### src/rtl/dps_pkg.sv
package dps_pkg;

    typedef enum logic [1:0] {
        SW_SOFT = 2'd0,
        SW_HIGH = 2'd1,
        SW_LOW  = 2'd2,
        SW_IDLE = 2'd3
    } sw_state_t;

    typedef enum logic [1:0] {
        WK_IDLE  = 2'd0,
        WK_COUNT = 2'd1,
        WK_ARMED = 2'd2
    } wk_state_t;

    localparam int NUM_EN    = 11;
    localparam int EN_SOFT   = 0;
    localparam int EN_ERRAMP = 1;
    localparam int EN_OSC    = 2;
    localparam int EN_RAMP   = 3;
    localparam int EN_SUM    = 4;
    localparam int EN_PWMCMP = 5;
    localparam int EN_ISNS   = 6;
    localparam int EN_OCP    = 7;
    localparam int EN_OVP    = 8;
    localparam int EN_REV    = 9;
    localparam int EN_VCMP   = 10;

    typedef logic [NUM_EN-1:0] en_vec_t;

endpackage

### src/rtl/dps_switch_fsm.sv
module dps_switch_fsm
    import dps_pkg::*;
(
    input  logic      clk,
    input  logic      rst_n,
    input  logic      ss_done,
    input  logic      hs_gate,
    input  logic      ls_gate,
    output sw_state_t sw_d,
    output logic      cyc_start
);

    sw_state_t sw_q;
    sw_state_t gate_pick;

    // high-side command wins if both gates are reported on
    always_comb begin
        if (hs_gate)
            gate_pick = SW_HIGH;
        else if (ls_gate)
            gate_pick = SW_LOW;
        else
            gate_pick = SW_IDLE;
    end

    always_comb begin
        unique case (sw_q)
            SW_SOFT: sw_d = ss_done ? gate_pick : SW_SOFT;
            SW_HIGH: sw_d = ss_done ? gate_pick : SW_SOFT;
            SW_LOW:  sw_d = ss_done ? gate_pick : SW_SOFT;
            SW_IDLE: sw_d = ss_done ? gate_pick : SW_SOFT;
        endcase
    end

    always_ff @(posedge clk or negedge rst_n) begin
        if (!rst_n)
            sw_q <= SW_SOFT;
        else
            sw_q <= sw_d;
    end

    assign cyc_start = (sw_d == SW_HIGH) && (sw_q != SW_HIGH);

endmodule

### src/rtl/dps_wake_timer.sv
module dps_wake_timer
    import dps_pkg::*;
#(
    parameter int WAKE_AT = 6
) (
    input  logic      clk,
    input  logic      rst_n,
    input  logic      cyc_warn,
    input  logic      pfm_mode,
    input  sw_state_t sw_d,
    input  logic      cyc_start,
    output logic      wake_on
);

    localparam int CW = (WAKE_AT < 2) ? 1 : $clog2(WAKE_AT + 1);

    wk_state_t       wk_q, wk_d;
    logic [CW-1:0]   cnt_q, cnt_d;
    logic            drop_all;
    logic            warn_ok;

    assign drop_all = cyc_start || pfm_mode || (sw_d == SW_SOFT);
    assign warn_ok  = cyc_warn && (sw_d != SW_HIGH);

    always_comb begin
        wk_d  = wk_q;
        cnt_d = cnt_q;
        if (drop_all) begin
            wk_d  = WK_IDLE;
            cnt_d = '0;
        end else begin
            unique case (wk_q)
                WK_IDLE: begin
                    if (warn_ok) begin
                        wk_d  = WK_COUNT;
                        cnt_d = CW'(1);
                    end
                end
                WK_COUNT: begin
                    if (warn_ok) begin
                        cnt_d = CW'(1);
                    end else if (cnt_q == CW'(WAKE_AT)) begin
                        wk_d  = WK_ARMED;
                        cnt_d = '0;
                    end else begin
                        cnt_d = cnt_q + CW'(1);
                    end
                end
                WK_ARMED: begin
                    wk_d = WK_ARMED;
                end
                default: begin
                    wk_d  = WK_IDLE;
                    cnt_d = '0;
                end
            endcase
        end
    end

    always_ff @(posedge clk or negedge rst_n) begin
        if (!rst_n) begin
            wk_q  <= WK_IDLE;
            cnt_q <= '0;
        end else begin
            wk_q  <= wk_d;
            cnt_q <= cnt_d;
        end
    end

    assign wake_on = (wk_d == WK_ARMED);

endmodule

### src/rtl/dps_en_decode.sv
module dps_en_decode
    import dps_pkg::*;
(
    input  logic      clk,
    input  logic      rst_n,
    input  sw_state_t sw_d,
    input  logic      pfm_mode,
    input  logic      wake_on,
    output en_vec_t   en_q,
    output logic      preset_q
);

    en_vec_t en_d;

    always_comb begin
        en_d = '0;
        unique case (sw_d)
            SW_SOFT: begin
                en_d = '1;
            end
            SW_HIGH: begin
                en_d[EN_ERRAMP] = !pfm_mode;
                en_d[EN_OSC]    = !pfm_mode;
                en_d[EN_RAMP]   = !pfm_mode;
                en_d[EN_SUM]    = !pfm_mode;
                en_d[EN_PWMCMP] = !pfm_mode;
                en_d[EN_ISNS]   = 1'b1;
                en_d[EN_OCP]    = 1'b1;
                en_d[EN_OVP]    = 1'b1;
            end
            SW_LOW: begin
                en_d[EN_ERRAMP] = !pfm_mode;
                en_d[EN_OSC]    = !pfm_mode;
                en_d[EN_OVP]    = !pfm_mode && wake_on;
                en_d[EN_REV]    = 1'b1;
                en_d[EN_VCMP]   = pfm_mode;
            end
            SW_IDLE: begin
                en_d[EN_ERRAMP] = !pfm_mode;
                en_d[EN_OSC]    = !pfm_mode;
                en_d[EN_OVP]    = !pfm_mode && wake_on;
                en_d[EN_VCMP]   = pfm_mode;
            end
        endcase
    end

    always_ff @(posedge clk or negedge rst_n) begin
        if (!rst_n) begin
            en_q     <= '1;
            preset_q <= 1'b0;
        end else begin
            en_q     <= en_d;
            preset_q <= en_q[EN_ISNS] && !en_d[EN_ISNS];
        end
    end

endmodule

### src/rtl/dps_enable_ctrl.sv
module dps_enable_ctrl
    import dps_pkg::*;
#(
    parameter int WARN_LEAD = 8,
    parameter int WAKE_LEAD = 2
) (
    input  logic clk,
    input  logic rst_n,
    input  logic ss_done,
    input  logic pfm_mode,
    input  logic hs_gate,
    input  logic ls_gate,
    input  logic cyc_warn,
    output logic en_soft,
    output logic en_erramp,
    output logic en_osc,
    output logic en_ramp,
    output logic en_sum,
    output logic en_pwmcmp,
    output logic en_isns,
    output logic en_ocp,
    output logic en_ovp,
    output logic en_rev,
    output logic en_vcmp,
    output logic isns_preset
);

    localparam int WAKE_AT = WARN_LEAD - WAKE_LEAD;

    sw_state_t sw_d;
    logic      cyc_start;
    logic      wake_on;
    en_vec_t   en_q;

    dps_switch_fsm u_sw (
        .clk       (clk),
        .rst_n     (rst_n),
        .ss_done   (ss_done),
        .hs_gate   (hs_gate),
        .ls_gate   (ls_gate),
        .sw_d      (sw_d),
        .cyc_start (cyc_start)
    );

    dps_wake_timer #(.WAKE_AT(WAKE_AT)) u_wake (
        .clk       (clk),
        .rst_n     (rst_n),
        .cyc_warn  (cyc_warn),
        .pfm_mode  (pfm_mode),
        .sw_d      (sw_d),
        .cyc_start (cyc_start),
        .wake_on   (wake_on)
    );

    dps_en_decode u_dec (
        .clk      (clk),
        .rst_n    (rst_n),
        .sw_d     (sw_d),
        .pfm_mode (pfm_mode),
        .wake_on  (wake_on),
        .en_q     (en_q),
        .preset_q (isns_preset)
    );

    assign en_soft   = en_q[EN_SOFT];
    assign en_erramp = en_q[EN_ERRAMP];
    assign en_osc    = en_q[EN_OSC];
    assign en_ramp   = en_q[EN_RAMP];
    assign en_sum    = en_q[EN_SUM];
    assign en_pwmcmp = en_q[EN_PWMCMP];
    assign en_isns   = en_q[EN_ISNS];
    assign en_ocp    = en_q[EN_OCP];
    assign en_ovp    = en_q[EN_OVP];
    assign en_rev    = en_q[EN_REV];
    assign en_vcmp   = en_q[EN_VCMP];

endmodule

### config.mk
export PLATFORM = sky130hd
export DESIGN_NAME = dps_enable_ctrl
export DESIGN_NICKNAME = d
export VERILOG_FILES = /design/src/rtl/dps_pkg.sv /design/src/rtl/dps_switch_fsm.sv /design/src/rtl/dps_wake_timer.sv /design/src/rtl/dps_en_decode.sv /design/src/rtl/dps_enable_ctrl.sv
export SDC_FILE = /design/constraint.sdc
export NUM_CORES = 1
export LEC_CHECK = 0
export ABC_AREA = 1
export CAP_MARGIN = 25
export CORE_AREA = 2 2 39 41
export CTS_CLUSTER_DIAMETER = 100
export CTS_CLUSTER_SIZE = 28
export DETAILED_ROUTE_END_ITERATION = 6
export DIE_AREA = 0 0 41 43
export DONT_BUFFER_PORTS = 1
export GPL_TIMING_DRIVEN = 0
export PLACE_DENSITY = 0.76
export SLEW_MARGIN = 30
export SYNTH_ARGS = -nofsm -noshare
export SYNTH_HDL_FRONTEND = slang
export SYNTH_HIERARCHICAL = 1
export SYNTH_SLANG_ARGS = --single-unit
### constraint.sdc
create_clock -name clk -period 1.2 [get_ports clk]
set_input_delay 0.06 -clock clk [delete_from_list [all_inputs] [get_ports clk]]
set_output_delay 0.06 -clock clk [all_outputs]
set_load 0.005 [all_outputs]
==> results.txt <==
The level count of the clock H-tree is 1. After synthesis the cells add up to 721 um2. The number of detailed-route iterations in the first pass is 4. The worst register-to-register path has a setup slack of -0.02 ns. The worst setup path is of the register to register kind. The timing-limited maximum frequency came out at 0.820 GHz. The area of the core is 1380 um2. The setup clock skew after layout came out at 0.00229 ns. The leading cell type in the layout, fill and taps excluded is nand2_1. The unique cell type count in the Yosys netlist is 17. The initial standard-cell utilization of the core is 52.1%. In this run the deepest clock path goes through 2 buffers.

The final reports fail on setup timing. The fraction of power consumed by the clock network came out at 28.8%. The synthesized instance count is 84. Measured against its own limit, the worst slew margin works out to between 50% and 60%. The run finished, with violations left. 0 antenna diodes ended up in the layout. The instance count after placement with tap cells included is 100.

The worst setup path is launched from a register. In the layout the commonest cells are nand2_1, inv_1, dfrtp_1, nand3_1. The number of pins with negative max-slew slack in the final report came out at 0. Of the total power, combinational logic draws roughly 13%. The number of DRC markers after the initial detailed-route iteration is 19. The number of fill cells is 120.

The final estimated routing congestion in global placement is approximately 0.85. The total area of sequential cells is 384 um2. The utilization after layout is 59.0%. The sequential group share of total power came out at 58.2%. The area added between synthesis and finish is 13.4%. The detail-routed net length per standard cell is around 12 um. The post-synthesis net count came out at roughly 90. The placement-stage cell area is 741 um2.

The height of the chip came out at between 40 and 50 um. Yosys printed 6 warnings. The global-route wire length before repair is 2.19 mm.

The fraction of layout instances using a drive strength above 1 came out at 29.0%. At the worst endpoint, the arrival time is 1.44 ns. In this run the power density over the cells is roughly 1200 nW/um2.

The row count is 14. The share of synthesized area occupied by flip-flops and latches came out at 53.3%. The count of nets left with antenna violations once routing finished came out at 0. The setup violation total in the final timing report is 1. In this run the critical register-to-register path is launched from u_sw/sw_q[1]$_DFF_PN0_. The largest voltage drop on the vdd net is ~870 uV. The synthesized design contains 15 register bits. The finished cells cover 817 um2. After routing, the total negative slack on setup checks comes to -0.0202 ns. The number of clock buffers added by TritonCTS is 3. The worst slack at placement came out at -0.173 ns.

The quantity of I/O buffers inserted on ports came out at 0. The post-route minimum period is 1.22 ns. The total half-perimeter wirelength after legalization and detailed placement came out at approximately 910 um. The share of total power consumed by net switching is 25.7%. The via count is between 500 and 600.

The post-layout net count came out at roughly 100. In the final layout, the multi-input gates occupy around 260 um2. The number of antenna violations at the first check in global routing is 0. The latest clock arrival within the worst-skew pair came out at 0.28 ns. Setup repair after global routing could not meet its margin everywhere. The depth of the worst register-to-register path is 9. Of the available clock period, the critical path in the final layout requires 102%. Clock-pin slew was measured on the worst setup and hold paths at around 0.090 ns.

Using the TritonRoute via totals, the vias-per-cell ratio works out to between 5 and 6. The overall routed net length came out at 1.35 mm. The tool flagged a number of max-cap violations equal to 0. The required time of the worst setup path is 1.42 ns.

The buffer count from post-CTS setup fixing came out at 0. The slew at the pin closest to its max-slew limit came out at 0.696 ns. A synthesized cell averages 8.58 um2. The analysis attributes to net switching a power of 252 uW. The min-delay analysis places its worst path in the category input port to register. The TritonCTS clock tree is done. The leakage power of the design came out at 0.000404 uW. The total overflow left after global routing is 0.

The overall die area came out at 1760 um2. The maximum fanout encountered on the critical timing path is 4. STA classifies the critical path endpoint as a register.

The final hold violation count was 0. Entering global routing, the biggest net connects 16 pins. CTS placed an instance of clkbuf_4 at the clock tree root. In this run the critical register-to-register path is captured at u_dec/en_q[8]$_DFF_PN1_. The total routing usage reported by global routing came out at 19.7%. In this run the worst setup path begins at u_sw/sw_q[1]$_DFF_PN0_. The clock net in this run drives a total of 15 sinks. Following the worst setup path forward leads to its endpoint at u_dec/en_q[8]$_DFF_PN1_. The die is 41 um wide.

The via count of the first global-routing pass came to 556. For this run, design rule violations remaining after detail routing come to 0. The internal portion of the total power is 728 uW. The non-filler instance count after layout is 109. The boundary pin count is 19.

The setup slack of the critical path after layout came out at -0.0202 ns.
==> power groups by stage <==
stage | Sequential, uW | Clock (uW) | Combinational [uW]
2_1_floorplan | 574 | 0 | 83.9
3_3_place_gp | 578 | 0 | 95.2
3_5_place_dp | 580 | 0 | 97.6
4_1_cts | 570 | 296 | 125
5_1_grt | 575 | 317 | 141
6_report | 570 | 283 | 127
==> registers in the layout, summed over array words and instances (netlist names) <==
signal          cells
u_sw/sw_q           2
u_wake/cnt_q        3
u_dec/en_q          7
u_wake/wk_q         2
u_dec/preset_q      1
==> through the flow <==
step / total power (uW) / hold WS (ns)
3_3_place_gp: 673 / -0.235
6_report: 980 / 0.0381
2_1_floorplan: 658 / -0.236
4_1_cts: 991 / 0.0241
3_5_place_dp: 677 / -0.235
5_1_grt: 1030 / 0.0500
==> worst min path at each step <==
stage | from | end | slack, ns | cells past startpoint
2_1_floorplan | rst_n | u_dec/preset_q$_DFF_PN0_ | -0.24 | 0
3_3_place_gp | rst_n | u_sw/sw_q[1]$_DFF_PN0_ | -0.24 | 0
3_5_place_dp | rst_n | u_sw/sw_q[1]$_DFF_PN0_ | -0.24 | 0
4_1_cts | hs_gate | u_dec/en_q[7]$_DFF_PN1_ | 0.02 | 2
5_1_grt | pfm_mode | u_wake/cnt_q[2]$_DFFE_PN0P_ | 0.05 | 5
6_report | hs_gate | u_dec/en_q[7]$_DFF_PN1_ | 0.04 | 2
==> synthesized netlist by cell type, drive strengths merged <==
library cell   n  area [um2]
a21oi          3        18.8
nand2         23        93.8
nand4          1        6.26
inv           13        48.8
buf            4        30.0
dfstp          7         184
o21ai          5        32.5
dfrtp          8         200
nor2          11        56.3
nand3          9        50.1
==> layout make-up <==
class / count / share of cell area [%]
sequential: 15 / 47.0
inverter: 13 / 5.97
tap: 16 / 2.45
buffer: 4 / 3.68
clock buffer: 4 / 3.22
multi-input combinational: 52 / 31.5
timing repair buffer: 5 / 6.13
==> worst max-delay path, cell delays in order (launching register included) <==
cell and delay [ns]:
dfrtp_1 0.38, inv_2 0.05, a21oi_2 0.05, nor2_2 0.09
o21ai_2 0.10, nor2_2 0.22, nand2_1 0.10, nand2_1 0.07
nand2_1 0.05, nand2_1 0.05
==> per-layer routing <==
metal / vias to the layer above / routed length [um] / GRT usage (%)
li1: 276 / - / -
met1: 257 / 542 / 22.9
met2: 21 / 678 / 29.7
met3: 4 / 93 / 3.14
met4: 0 / 31 / 16.7
met5: - / 0 / 0
==> timing repair <==
item | CTS | global route
endpoints found under the hold margin | 24 | 0
endpoints found under the setup margin | 0 | 1
hold buffers | 5 | 0
resized for setup | 0 | 1
==> cells by family after synthesis <==
family / synth area share (%)
flip-flops: 53.3
buffers and inverters: 10.9
AND/OR/NAND/NOR: 28.6
AO/OA/AOI/OAI: 7.12
(Power assumes the default switching activity.)
